`config.mk`:
```
export PLATFORM = sky130hd
export DESIGN_NAME = beat_seq_ctrl
export DESIGN_NICKNAME = d
export VERILOG_FILES = /design/src/rtl/beat_seq_pkg.sv /design/src/rtl/beat_ctrl.sv /design/src/rtl/addr_path.sv /design/src/rtl/beat_seq_ctrl.sv
export SDC_FILE = /design/constraint.sdc
export NUM_CORES = 1
export LEC_CHECK = 0
export ABC_AREA = 0
export CAP_MARGIN = 20
export CORE_AREA = 2 2 146 77
export DETAILED_ROUTE_END_ITERATION = 12
export DIE_AREA = 0 0 148 79
export MAX_ROUTING_LAYER = met4
export PLACE_DENSITY_LB_ADDON = 0.3
export REMOVE_ABC_BUFFERS = 1
export SETUP_SLACK_MARGIN = 0.02
export SLEW_MARGIN = 20
export SYNTH_ARGS = -nofsm -noshare
export SYNTH_HDL_FRONTEND = slang
export SYNTH_HIERARCHICAL = 1
export SYNTH_SLANG_ARGS = --single-unit
```
`constraint.sdc`:
```
create_clock -name clk -period 2.45 [get_ports clk]
set_clock_uncertainty 0.05 [all_clocks]
set_input_delay 0.3675 -clock clk [delete_from_list [all_inputs] [get_ports clk]]
set_output_delay 0.3675 -clock clk [all_outputs]
set_load 0.02 [all_outputs]
```
`src/rtl/beat_seq_pkg.sv`:
```
package beat_seq_pkg;
  localparam int WORD_W = 16;
  localparam int OPC_W  = 5;
  localparam int ADDR_W = WORD_W - OPC_W;
  localparam int BEAT_W = 3;

  typedef enum logic [OPC_W-1:0] {
    OP_NONE = 5'b00000,
    OP_LDA  = 5'b00001,
    OP_ADD  = 5'b00010,
    OP_OUT  = 5'b00011,
    OP_SDAL = 5'b00100,
    OP_SDAH = 5'b00101,
    OP_STR  = 5'b00110,
    OP_SUB  = 5'b00111,
    OP_JMP  = 5'b01000,
    OP_JZ   = 5'b01001,
    OP_JN   = 5'b01010,
    OP_CALL = 5'b01011,
    OP_RET  = 5'b01100,
    OP_MULT = 5'b01101,
    OP_DIVI = 5'b01110,
    OP_STP  = 5'b11111
  } opcode_t;

  typedef enum logic [1:0] {ALU_ADD, ALU_SUB, ALU_MUL, ALU_DIV} aluOp_t;

  // strobes from control to the address-side datapath
  typedef struct packed {
    logic irLoad;
    logic marLoad;
    logic pcInc;
    logic pcJump;
    logic pcPop;
    logic stackPush;
    logic spInc;
    logic spDec;
  } seqStrobe_t;

  // strobes leaving the block toward the arithmetic datapath
  typedef struct packed {
    logic daLoadRam;
    logic daLoadLo;
    logic daLoadHi;
    logic bLoadRam;
    logic aLoadDa;
    logic resultWrite;
    logic outLoadRam;
    logic outLoadResult;
    logic ramWrite;
  } xferStrobe_t;

  function automatic logic isAluOp(opcode_t op);
    return op inside {OP_ADD, OP_SUB, OP_MULT, OP_DIVI};
  endfunction

  function automatic logic isMemOp(opcode_t op);
    return isAluOp(op) || (op inside {OP_LDA, OP_OUT, OP_STR});
  endfunction

  function automatic logic [BEAT_W-1:0] lastBeat(opcode_t op);
    if (isAluOp(op)) return BEAT_W'(6);
    if (op inside {OP_LDA, OP_OUT, OP_STR}) return BEAT_W'(4);
    if (op inside {OP_SDAL, OP_SDAH, OP_CALL, OP_RET}) return BEAT_W'(3);
    return BEAT_W'(2);
  endfunction
endpackage

```
`src/rtl/beat_ctrl.sv`:
```
module beat_ctrl
  import beat_seq_pkg::*;
(
  input  logic              clk,
  input  logic              rst,
  input  opcode_t           decOp,
  input  logic              accZero,
  input  logic              accSign,
  output seqStrobe_t        seq,
  output xferStrobe_t       xfer,
  output aluOp_t            aluSel,
  output logic [BEAT_W-1:0] beat,
  output logic              halted
);
  opcode_t           flagOp;
  logic [BEAT_W-1:0] beatNext;
  logic              setFlag;
  logic              clrFlag;
  logic              haltSet;

  always_comb begin
    seq      = '0;
    xfer     = '0;
    beatNext = beat + 1'b1;
    setFlag  = 1'b0;
    clrFlag  = 1'b0;
    haltSet  = 1'b0;
    if (halted) begin
      beatNext = '0;
    end else if (beat == '0) begin
      seq.irLoad = 1'b1;
    end else if (beat == BEAT_W'(1)) begin
      case (decOp)
        OP_LDA, OP_OUT, OP_STR, OP_ADD, OP_SUB, OP_MULT, OP_DIVI: begin
          seq.marLoad = 1'b1;
          setFlag     = 1'b1;
        end
        OP_SDAL, OP_SDAH: begin
          seq.pcInc = 1'b1;
          setFlag   = 1'b1;
        end
        OP_JMP: seq.pcJump = 1'b1;
        OP_JZ: begin
          seq.pcJump = accZero;
          seq.pcInc  = !accZero;
        end
        OP_JN: begin
          seq.pcJump = accSign;
          seq.pcInc  = !accSign;
        end
        OP_CALL: begin
          seq.stackPush = 1'b1;
          setFlag       = 1'b1;
        end
        OP_RET: begin
          seq.spDec = 1'b1;
          setFlag   = 1'b1;
        end
        OP_STP: begin
          haltSet  = 1'b1;
          beatNext = '0;
        end
        default: seq.pcInc = 1'b1;
      endcase
    end else begin
      if (beat == lastBeat(flagOp)) begin
        beatNext = '0;
        clrFlag  = 1'b1;
      end
      if (isMemOp(flagOp) && beat == BEAT_W'(2)) seq.pcInc = 1'b1;
      case (flagOp)
        OP_LDA:  xfer.daLoadRam  = (beat == BEAT_W'(3));
        OP_OUT:  xfer.outLoadRam = (beat == BEAT_W'(3));
        OP_STR:  xfer.ramWrite   = (beat == BEAT_W'(3));
        OP_ADD, OP_SUB, OP_MULT, OP_DIVI: begin
          xfer.bLoadRam      = (beat == BEAT_W'(3));
          xfer.aLoadDa       = (beat == BEAT_W'(4));
          xfer.resultWrite   = (beat == BEAT_W'(5));
          xfer.outLoadResult = (beat == BEAT_W'(5)) &&
                               (flagOp == OP_MULT || flagOp == OP_DIVI);
        end
        OP_SDAL: xfer.daLoadLo = (beat == BEAT_W'(2));
        OP_SDAH: xfer.daLoadHi = (beat == BEAT_W'(2));
        OP_CALL: begin
          seq.pcJump = (beat == BEAT_W'(2));
          seq.spInc  = (beat == BEAT_W'(3));
        end
        OP_RET:  seq.pcPop = (beat == BEAT_W'(2));
        default: ;
      endcase
    end
  end

  always_comb begin
    case (flagOp)
      OP_SUB:  aluSel = ALU_SUB;
      OP_MULT: aluSel = ALU_MUL;
      OP_DIVI: aluSel = ALU_DIV;
      default: aluSel = ALU_ADD;
    endcase
  end

  always_ff @(posedge clk) begin
    if (rst) begin
      beat   <= '0;
      flagOp <= OP_NONE;
      halted <= 1'b0;
    end else begin
      beat <= beatNext;
      if (haltSet) halted <= 1'b1;
      if (setFlag) flagOp <= decOp;
      else if (clrFlag) flagOp <= OP_NONE;
    end
  end
endmodule

```
`src/rtl/addr_path.sv`:
```
module addr_path
  import beat_seq_pkg::*;
#(
  parameter int ROM_DEPTH   = 32,
  parameter int STACK_DEPTH = 8,
  parameter logic [ROM_DEPTH*WORD_W-1:0] PROG_IMAGE = '0
) (
  input  logic              clk,
  input  logic              rst,
  input  seqStrobe_t        seq,
  output logic [ADDR_W-1:0] pc,
  output logic [WORD_W-1:0] ir,
  output logic [ADDR_W-1:0] mar
);
  localparam int ROM_AW = $clog2(ROM_DEPTH);
  localparam int SP_W   = $clog2(STACK_DEPTH);

  logic [WORD_W-1:0] romArr [ROM_DEPTH];
  logic [ADDR_W-1:0] retStack [STACK_DEPTH];
  logic [SP_W-1:0]   sp;
  logic [ADDR_W-1:0] pcPlus;
  logic [WORD_W-1:0] romWord;

  for (genvar i = 0; i < ROM_DEPTH; i++) begin : g_rom
    assign romArr[i] = PROG_IMAGE[i*WORD_W +: WORD_W];
  end

  assign romWord = romArr[pc[ROM_AW-1:0]];
  assign pcPlus  = pc + 1'b1;

  always_ff @(posedge clk) begin
    if (rst) begin
      pc  <= '0;
      ir  <= '0;
      mar <= '0;
      sp  <= '0;
    end else begin
      if (seq.irLoad)  ir  <= romWord;
      if (seq.marLoad) mar <= ir[ADDR_W-1:0];
      if (seq.pcJump)      pc <= ir[ADDR_W-1:0];
      else if (seq.pcPop)  pc <= retStack[sp];
      else if (seq.pcInc)  pc <= pcPlus;
      if (seq.spInc)      sp <= sp + 1'b1;
      else if (seq.spDec) sp <= sp - 1'b1;
    end
  end

  always_ff @(posedge clk) begin
    if (seq.stackPush) retStack[sp] <= pcPlus;
  end
endmodule

```
`src/rtl/beat_seq_ctrl.sv`:
```
module beat_seq_ctrl
  import beat_seq_pkg::*;
#(
  parameter int ROM_DEPTH   = 32,
  parameter int STACK_DEPTH = 8,
  parameter logic [ROM_DEPTH*WORD_W-1:0] PROG_IMAGE = '0
) (
  input  logic              clk,
  input  logic              rst,
  input  logic              accZero,
  input  logic              accSign,
  output logic [ADDR_W-1:0] pcOut,
  output logic [WORD_W-1:0] irOut,
  output logic [ADDR_W-1:0] marOut,
  output logic [BEAT_W-1:0] beatOut,
  output logic              irLoad,
  output logic              daLoadRam,
  output logic              daLoadLo,
  output logic              daLoadHi,
  output logic              bLoadRam,
  output logic              aLoadDa,
  output logic              resultWrite,
  output logic [1:0]        aluOp,
  output logic              outLoadRam,
  output logic              outLoadResult,
  output logic              ramWrite,
  output logic              halted
);
  seqStrobe_t  seq;
  xferStrobe_t xfer;
  aluOp_t      aluSel;
  opcode_t     decOp;

  assign decOp = opcode_t'(irOut[WORD_W-1:ADDR_W]);

  beat_ctrl u_ctrl (
    .clk(clk), .rst(rst), .decOp(decOp), .accZero(accZero), .accSign(accSign),
    .seq(seq), .xfer(xfer), .aluSel(aluSel), .beat(beatOut), .halted(halted)
  );

  addr_path #(
    .ROM_DEPTH(ROM_DEPTH), .STACK_DEPTH(STACK_DEPTH), .PROG_IMAGE(PROG_IMAGE)
  ) u_path (
    .clk(clk), .rst(rst), .seq(seq), .pc(pcOut), .ir(irOut), .mar(marOut)
  );

  assign irLoad        = seq.irLoad;
  assign daLoadRam     = xfer.daLoadRam;
  assign daLoadLo      = xfer.daLoadLo;
  assign daLoadHi      = xfer.daLoadHi;
  assign bLoadRam      = xfer.bLoadRam;
  assign aLoadDa       = xfer.aLoadDa;
  assign resultWrite   = xfer.resultWrite;
  assign outLoadRam    = xfer.outLoadRam;
  assign outLoadResult = xfer.outLoadResult;
  assign ramWrite      = xfer.ramWrite;
  assign aluOp         = aluSel;
endmodule

```
* Word level (Yosys, flattened, before mapping)
Memory sizes are Yosys's and may differ from the RTL's. A register that Yosys moved wholly into a read port is not among the register bits. Cells that the tools add are included.
Operators by class: bitwise logic cells 1, reduce and logical (&&, ||, !) cells 18, add/sub/neg operators 4, equality and inequality tests 32, multiplexer cells 80
Operator list (number):
- $eq 5x4->1 const B | 11
- $mux 3 | 18
- $mux 1 | 48
- $eq 5x3->1 const B | 8
- $mux 11 | 3
- $mux 9 | 3
- $reduce_or 11->1 | 2
- $eq 5x2->1 const B | 4
- $add 11x1->11 const B | 1
- $eq 5x1->1 const B | 2
- $mux 5 | 2
- $mux 8 | 1
- $reduce_bool 4->1 | 2
- $mux 7 | 1
- $reduce_or 7->1 | 1
- $add 3x1->3 const B | 2
- $eq 3x2->1 const B | 2
- $eq 3x3->1 const B | 2
- $not 5->6 | 1
- $pmux 1 s3 | 2
- $pmux 2 s3 | 1
- $reduce_bool 3->1 | 2
- $eq 5x5->1 const B | 1
- $reduce_bool 2->1 | 2
- other kinds (10) | 13
Storage, ports and cells: word-level logic and storage cells 143, memory bits (writable) 88, register bits 34, output and inout bits 54, memories kept 2, input port bits 4, ROM bits 512
Memories:
- (no name shown) | words 32, width 16, rd ports 1, clocked after Yosys merged registers in 1, write ports 0, RTL line addr_path.sv:28 | assign romWord = romArr[pc[ROM_AW-1:0]];
- u_path.retStack | words 8, width 11, rd ports 1, clocked after Yosys merged registers in 1, write ports 1, RTL line addr_path.sv:19 | logic [ADDR_W-1:0] retStack [STACK_DEPTH];

* Logic depth before layout (Yosys ltp)
Gate-level depths: netlist of run 1.
depth after elaboration 28, gate-level depth with buffers 13

* Modules after synthesis
Netlist of run 1, hierarchy kept.
Modules (own cells, without submodules):
- addr_path | sequential area each 2982.9 sq um, instances 1, cells an instance 268, area each 4464.3 sq um
- beat_ctrl | sequential area each 180.2 sq um, instances 1, cells an instance 139, area each 1027.2 sq um

* Worst setup path before layout of run 1
No wires, ideal clock.
kind reg-to-reg, from register u_ctrl.beat[0], to register u_path.pc[1], path buffers 0, stages on the path, launching flop included 11, setup slack -0.433 ns, library setup time 0.069 ns, data arrival time 2.764 ns, path through dfxtp_1 inv_1 ha_1 nor3_1 nand2_1 or4_2 nor2_1 or3b_1 nor2_2 a22oi_1 o21ai_1
RTL lines:
- from (decl) | RTL line beat_ctrl.sv:12 | output logic [BEAT_W-1:0] beat,
- from (signal assigned) | RTL line beat_ctrl.sv:109 | beat <= beatNext;
- to (signal assigned) | RTL line addr_path.sv:40 | if (seq.pcJump) pc <= ir[ADDR_W-1:0];
- to (signal assigned) | RTL line addr_path.sv:41 | else if (seq.pcPop) pc <= retStack[sp];
- to (signal assigned) | RTL line addr_path.sv:42 | else if (seq.pcInc) pc <= pcPlus;
- to (decl) | RTL line addr_path.sv:11 | output logic [ADDR_W-1:0] pc,

* Worst setup path in the final report of run 1
from register u_ctrl.beat[1], to output port daLoadLo
Between the ends: cells in the longest elaborated chain, start to end 5, elaborated cells on any way between the ends 7
Ends and longest elaborated chain:
- $eq 3x2->1 | RTL line beat_ctrl.sv:82 | OP_SDAL: xfer.daLoadLo = (beat == BEAT_W'(2));
- $mux 1 | RTL line beat_ctrl.sv:71 | case (flagOp)
- $mux 9 | RTL line beat_ctrl.sv:32 | end else if (beat == BEAT_W'(1)) begin
- $mux 9 * | RTL line beat_ctrl.sv:30 | end else if (beat == '0) begin
- $mux 9 * | RTL line beat_ctrl.sv:28 | if (halted) begin
- to (decl) | RTL line beat_seq_ctrl.sv:18 | output logic daLoadLo,
Mark *: on every way between the ends. The rest lies on a longest branch, timed or not.

==> metrics.md, run 1 <==
| Metric | Value |
|---|---|
| Status | `finished, violations left` |
| Failing checks | `slew limit` |
| Max Fclk | `412 MHz` |
| Die Width | `between 100 and 150 microns` |
| Yosys warning count | `6` |
| Critical path endpoint category | `primary output` |
| CTS buffer count | `17` |
| Nets | `about 480` |
| Vias | `around 3700` |
| CP required | `2.03 ns` |
| Final Core Density | `0.635` |
| Area Growth Syn to Fin | `22.3%` |
| Congestion Overflow GR | `0` |
| Die area | `approximately 12000 sq um` |
| VDD IR max | `approximately 0.55 mV` |
| Min-delay src | `u_ctrl/flagOp[0]$_SDFFE_PP0P_` |
| Avg Cell Area, Syn | `around 14 sq um` |
| Setup ws final | `roughly 0.025 ns` |
| Worst slew pin tran | `2.23 ns` |
| Hold Path End | `u_ctrl/flagOp[0]$_SDFFE_PP0P_` |
| Routed vias/inst | `between 5 and 6` |
| Crit path max fanout | `2` |
| Row cnt | `27` |
| Tot Pwr | `roughly 5000 uW` |
| Slowest CP cell | `or4_4` |
| R2R setup slack | `around 0.060 ns` |
| GP Congestion | `~1.0` |
| Die Y | `79 microns` |
| Hold path depth | `2` |
| CP Class | `reg -> out` |
| DR iter-0 viols | `400` |
| Syn Inst Count | `slightly above 400` |
| Clk slew on worst S/H paths | `roughly 0.050 ns` |
| Critical-path cell list | `buf_4, ha_1, nor2b_2, nand2_1, or4_4, nor2_1, buf_4` |
| Crit path DAT | `~2.0 ns` |
| TritonCTS clock tree | `yes` |
| FILL cells | `about 760` |
| Fin crit share | `0.990` |
| Reg2reg path depth | `10` |
| Hold WS | `0.547 ns` |
| Clock period minus worst slack | `2.42 ns` |
| Critical path's top delay family | `simple AND/OR/NAND/NOR gates` |
| Placed cells | `slightly below 600` |
| Sink Count | `roughly 110` |
| First-pass GRT wire length | `19300 microns` |
| Crit. Startpoint | `u_ctrl/beat[1]$_SDFF_PP0_` |
| Total GRT Usage | `0.236` |
| Hold-fix buffers at CTS | `0` |
| Critical path's largest stage delay | `roughly 0.45 ns` |
| Core area | `between 10000 and 15000 sq um` |
| Worst path most repeated cell | `buf_4` |
| Wire length per cell | `between 20 and 25 microns` |
| Post-route DRC | `0` |
| ANT nets after route | `0` |
| Hold Fails Final Rpt | `0` |
| Port Buffers | `30` |
| Initial core utilization | `0.519` |
| Crit start category | `flip-flop` |
| Fin cells | `about 630` |
| H-tree depth | `4` |
| Worst path bufs/invs | `2` |
| Root Driver | `clkbuf_16` |
| P per Cell Area | `between 700 and 800 nW/um^2` |
| Routed wire length | `between 10000 and 15000 microns` |
| Synthesized area | `5470 sq um` |
| IO Pins | `58` |
| RR Startpoint | `u_ctrl/beat[1]$_SDFF_PP0_` |
| Largest net degree at the start of global routing | `20` |
| Share of post-route cells with drive strength above 1 | `0.260` |
| Setup violations, final | `0` |
| Number of global-route vias before repair | `3308` |
| Clk_lat worst skew | `about 0.41 ns` |
| Drt pass-1 iters | `5` |
| Initial antenna violation count | `0` |
| Max-cap viol count | `0` |
| Dpl ws | `-0.281 ns` |
| RSZ-0062 raised after global routing | `yes` |
| Maximum clock insertion buffer count | `2` |
| Reg2reg end | `u_path/pc[1]$_SDFFE_PP0P_` |
| Worst slew margin | `-0.495` |
| Diode count | `0` |
| Post-DP HPWL | `around 8700 microns` |
| Leakage power | `between 0.002 and 0.003 uW` |
| Pins Over Slew Limit | `24` |
| HP Class | `reg -> reg` |
==> per-stage QoR <==
step / setup TNS (ns) / instance area (sq um)
2_1_floorplan: -3.22 / 5240
3_3_place_gp: -1.09 / 5970
3_5_place_dp: -3.04 / 5970
4_1_cts: 0 / 6590
5_1_grt: -0.103 / 6690
6_report: 0 / 6690
==> metal layers <==
metal,vias up,track usage,share of wire
met5,-,-,0
met4,0,0.0638,0.014
met3,24,0.0655,0.089
met2,184,0.316,0.43
met1,1855,0.355,0.47
li1,1603,-,-
==> worst max path at each step <==
stage / to / slack, ns / depth (start not counted)
after floorplan: u_path/pc[1]$_SDFFE_PP0P_ / -0.43 / 10
after global placement: u_path/pc[7]$_SDFFE_PP0P_ / -0.15 / 10
after detailed placement: u_path/pc[1]$_SDFFE_PP0P_ / -0.28 / 10
after CTS: daLoadLo / 0.01 / 7
after global routing: u_path/pc[1]$_SDFFE_PP0P_ / -0.04 / 10
final: daLoadLo / 0.03 / 7
==> cell type report <==
| cell class | instances | area [sq um] | share of cell area |
|---|---|---|---|
| multi-input cells | 256 | 2180 | 0.326 |
| flip-flops and latches | 114 | 3170 | 0.474 |
| clock inverters | 14 | 140 | 0.0209 |
| well taps | 145 | 181 | 0.0271 |
| clock buffers | 18 | 429 | 0.0641 |
| repair buffers | 64 | 536 | 0.0800 |
| inverters | 14 | 55.1 | 0.00823 |
==> repair_timing <==
item                                    CTS  global route
endpoints found under the setup margin   24            24
setup buffers                             2             0
resized for setup                        62            27
pin swaps                                11             6
==> tightest hold or removal path: stages (launching register included) <==
cell and delay (ns):
dfxtp_2 0.37, inv_4 0.10, o31ai_1 0.08
==> registers in the layout, indices dropped and copies added (netlist names), named ones only <==
name	count
u_path/retStack	88
u_path/pc	11
u_ctrl/flagOp	5
u_ctrl/beat	3
u_path/sp	3
u_ctrl/halted	1
==> cells in the final DEF, fill, tap and decap left out, types with 5 or more instances in the layout <==
| cell | instances |
|---|---|
| mux4_1 | 13 |
| mux2i_1 | 6 |
| nor3_1 | 15 |
| edfxtp_1 | 88 |
| dfxtp_2 | 6 |
| buf_4 | 36 |
| xnor2_1 | 13 |
| inv_1 | 10 |
| xor2_1 | 14 |
| nand3_1 | 9 |
| nand2b_1 | 6 |
| conb_1 | 27 |
| o211ai_1 | 5 |
| nor2_1 | 25 |
| o21ai_0 | 6 |
| a21oi_1 | 11 |
| o31ai_1 | 5 |
| clkbuf_16 | 17 |
| clkdlybuf4s50_1 | 19 |
| mux4_2 | 9 |
| dfxtp_1 | 20 |
| nand2_1 | 18 |
==> where the power goes <==
part | internal (uW) | switching (uW) | total, uW
clock | 1490 | 851 | 2340
combinational | 193 | 264 | 457
sequential | 2080 | 19.0 | 2100
total | 3760 | 1130 | 4900
No activity file was read; power rests on OpenSTA's default activity.
==> run 2, diff against run 1 <==
--- a/config.mk
+++ b/config.mk
@@ -13,7 +13,7 @@
 export MAX_ROUTING_LAYER = met4
 export PLACE_DENSITY_LB_ADDON = 0.3
 export REMOVE_ABC_BUFFERS = 1
-export SETUP_SLACK_MARGIN = 0.02
+export SETUP_SLACK_MARGIN = 0.1
 export SLEW_MARGIN = 20
 export SYNTH_ARGS = -nofsm -noshare
 export SYNTH_HDL_FRONTEND = slang
==> metrics.md, run 2 (synthesis results as in run 1) <==
| Metric | Value |
|---|---|
| Clock period minus worst slack | `between 2 and 2.5 ns` |
| Core area | `between 10000 and 15000 sq um` |
| Number of global-route vias before repair | `~3300` |
| Worst path bufs/invs | `3` |
| Post-route DRC | `0` |
| Critical path endpoint category | `primary output` |
| Routed vias/inst | `around 6` |
| VDD IR max | `between 0.5 and 0.6 mV` |
| Worst slew margin | `-0.495` |
| Max Fclk | `between 400 and 500 MHz` |
| Failing checks | `slew limit, setup timing` |
| Row cnt | `27` |
| Post-route cell area | `just under 7000 sq um` |
| Placed cells | `591` |
| Top reg by flops | `u_path/retStack` |
| Leading cell type in the layout, fill and taps excluded | `edfxtp_1` |
| Maximum clock insertion buffer count | `2` |
| Vias | `about 3700` |
| NetSw | `around 1200 uW` |
| Port Buffers | `30` |
| GP Congestion | `1.04` |
| Nets | `between 400 and 500` |
| Worst slew pin tran | `roughly 2.2 ns` |
| RSZ-0062 raised after global routing | `yes` |
| Crit start category | `flip-flop` |
| Worst path most repeated cell | `nor2_4` |
| Reg2reg path depth | `10` |
| First-pass GRT wire length | `between 15000 and 20000 microns` |
| Die Y | `around 80 microns` |
| Initial antenna violation count | `0` |
| Critical-path cell list | `buf_6, ha_4, buf_6, nor2_4, nor2_4, nor2_4, nand2_4, nor4_4, buf_4` |
| Critical path's largest stage delay | `between 0.3 and 0.4 ns` |
| Die Width | `~150 microns` |
| CTS buffer count | `17` |
| Drt pass-1 iters | `5` |
| Tot Pwr | `5000 uW` |
| Hold Fails Final Rpt | `0` |
| TritonCTS clock tree | `yes` |
| Routed wire length | `~14000 microns` |
| Reg2reg end | `u_path/pc[1]$_SDFFE_PP0P_` |
| Pint | `about 3800 uW` |
| DR iter-0 viols | `~440` |
| Crit. path cell count | `9` |
| Sw Share | `0.237` |
| Largest net degree at the start of global routing | `20` |
| RR Startpoint | `u_ctrl/beat[1]$_SDFF_PP0_` |
| Clk slew on worst S/H paths | `about 0.050 ns` |
| Wire length per cell | `21.5 microns` |
| Crit path max fanout | `4` |
| Initial core utilization | `0.519` |
| Met1 usage | `0.354` |
| Sequential power share | `0.421` |
| R2R setup slack | `about 0.050 ns` |
| Crit path DAT | `roughly 2.1 ns` |
| Root Driver | `clkbuf_16` |
| Post-DP HPWL | `8680 microns` |
| Clock Power Share | `0.469` |
| Setup violations, final | `1` |
| Dpl ws | `-0.281 ns` |
| Congestion Overflow GR | `0` |
| CP Class | `reg -> out` |
| IO Pins | `58` |
| Sink Count | `approximately 110` |
| Fin crit share | `1.01` |
| Fin cells | `between 600 and 700` |
| Commonest non-fill, non-tap cells in the layout | `edfxtp_1, buf_4, conb_1` |
| Share of post-route cells with drive strength above 1 | `0.295` |
| H-tree depth | `4` |
| Crit. Startpoint | `u_ctrl/beat[0]$_SDFF_PP0_` |
| Die area | `around 12000 sq um` |
| Placed Area | `between 5000 and 6000 sq um` |
| Busiest layer in global routing | `met1` |
| Diode count | `0` |
| Clk_lat worst skew | `between 0.4 and 0.5 ns` |
| ANT nets after route | `0` |
| Min-delay src | `u_ctrl/flagOp[0]$_SDFFE_PP0P_` |
| Number of flip-flops in the largest register | `between 80 and 90` |
| M3 GR Usage | `0.0695` |
| Leakage power | `0.00257 uW` |
| Biggest regs | `u_path/retStack (88), u_path/pc (11), u_ctrl/flagOp (5)` |
| Pins Over Slew Limit | `24` |
| P per Cell Area | `between 700 and 800 nW/um^2` |
| Max-cap viol count | `0` |
| Comb power frac | `0.110` |
| Worst setup path endpoint | `outLoadRam` |
| Area Growth Syn to Fin | `24.9%` |
| Status | `finished, violations left` |
| CP required | `a little over 2 ns` |
| Setup ws final | `-0.0148 ns` |
| M2 GR Usage | `0.321` |
| HP Class | `reg -> reg` |
| Slowest CP cell | `dfxtp_4` |
| Total GRT Usage | `0.239` |
| Critical path's top delay family | `simple AND/OR/NAND/NOR gates` |
-- run 2: cell types whose count changed in the layout (fill, tap and decap cells not counted), sizes merged --
cell / before / now
clkdlybuf4s15: 1 / 0
buf: 42 / 51
dlygate4sd2: 1 / 3
dlymetal6s2s: 1 / 0
clkdlybuf4s50: 19 / 18
-- run 2: how the worst min path moves through the flow --
| stage | end | slack, ns | cells past startpoint |
|---|---|---|---|
| final | u_ctrl/flagOp[0]$_SDFFE_PP0P_ | 0.55 | 2 |
| after global routing | u_ctrl/flagOp[0]$_SDFFE_PP0P_ | 0.57 | 2 |
| after detailed placement | flip-flop | 0.51 | 2 |
| after global placement | flip-flop | 0.50 | 2 |
| after floorplan | u_ctrl/beat[1]$_SDFF_PP0_ | 0.39 | 1 |
| after CTS | u_ctrl/flagOp[0]$_SDFFE_PP0P_ | 0.54 | 2 |
-- run 2: layer usage --
layer  routed length [microns]  part of all wire  up-vias
met5                         0                 0        -
met4                       214             0.016        0
met3                      1210             0.089       28
met2                      5880              0.43      211
met1                      6330              0.46     1875
li1                          -                 -     1624
-- run 2: metrics by stage --
stage                     utilization  hold slack (ns)  setup TNS [ns]
after global routing            0.648            0.567          -0.153
final                           0.648            0.555         -0.0148
after floorplan                     -            0.389           -3.22
after detailed placement        0.566            0.506           -3.04
after CTS                       0.630            0.535               0
after global placement          0.566            0.500           -1.09
-- run 2: worst reg2reg max path: cells and delay by family, from the launching register on --
kind            cells  cell delay [ns]
compound gates      2             0.21
fa+ha+maj           1             0.17
buf+inv             1             0.06
flops               1             0.36
simple gates        6             1.47
-- run 2: layout make-up --
cell class | instances | area (sq um)
clock buffer | 18 | 429
clock inverter | 14 | 140
fill | 728 | 3710
inverter | 14 | 60.1
multi-input combinational | 256 | 2240
sequential | 114 | 3180
tap | 145 | 181
timing repair buffer | 72 | 606
-- run 2: repair_timing --
| action | in CTS | in global routing |
|---|---|---|
| pin swaps | 14 | 11 |
| hold buffers | 0 | 0 |
| gates resized for setup | 75 | 41 |
| endpoints found under the setup margin | 25 | 24 |
| buffers inserted | 7 | 3 |
-- run 2: power by group through the flow --
| stage | clock [uW] | combinational, uW | sequential, uW |
|---|---|---|---|
| detailed placement | 0 | 374 | 2140 |
| floorplan | 0 | 192 | 2160 |
| finish | 2340 | 548 | 2100 |
| global placement | 0 | 365 | 2130 |
| CTS | 2370 | 435 | 2100 |
| global route | 2450 | 570 | 2100 |
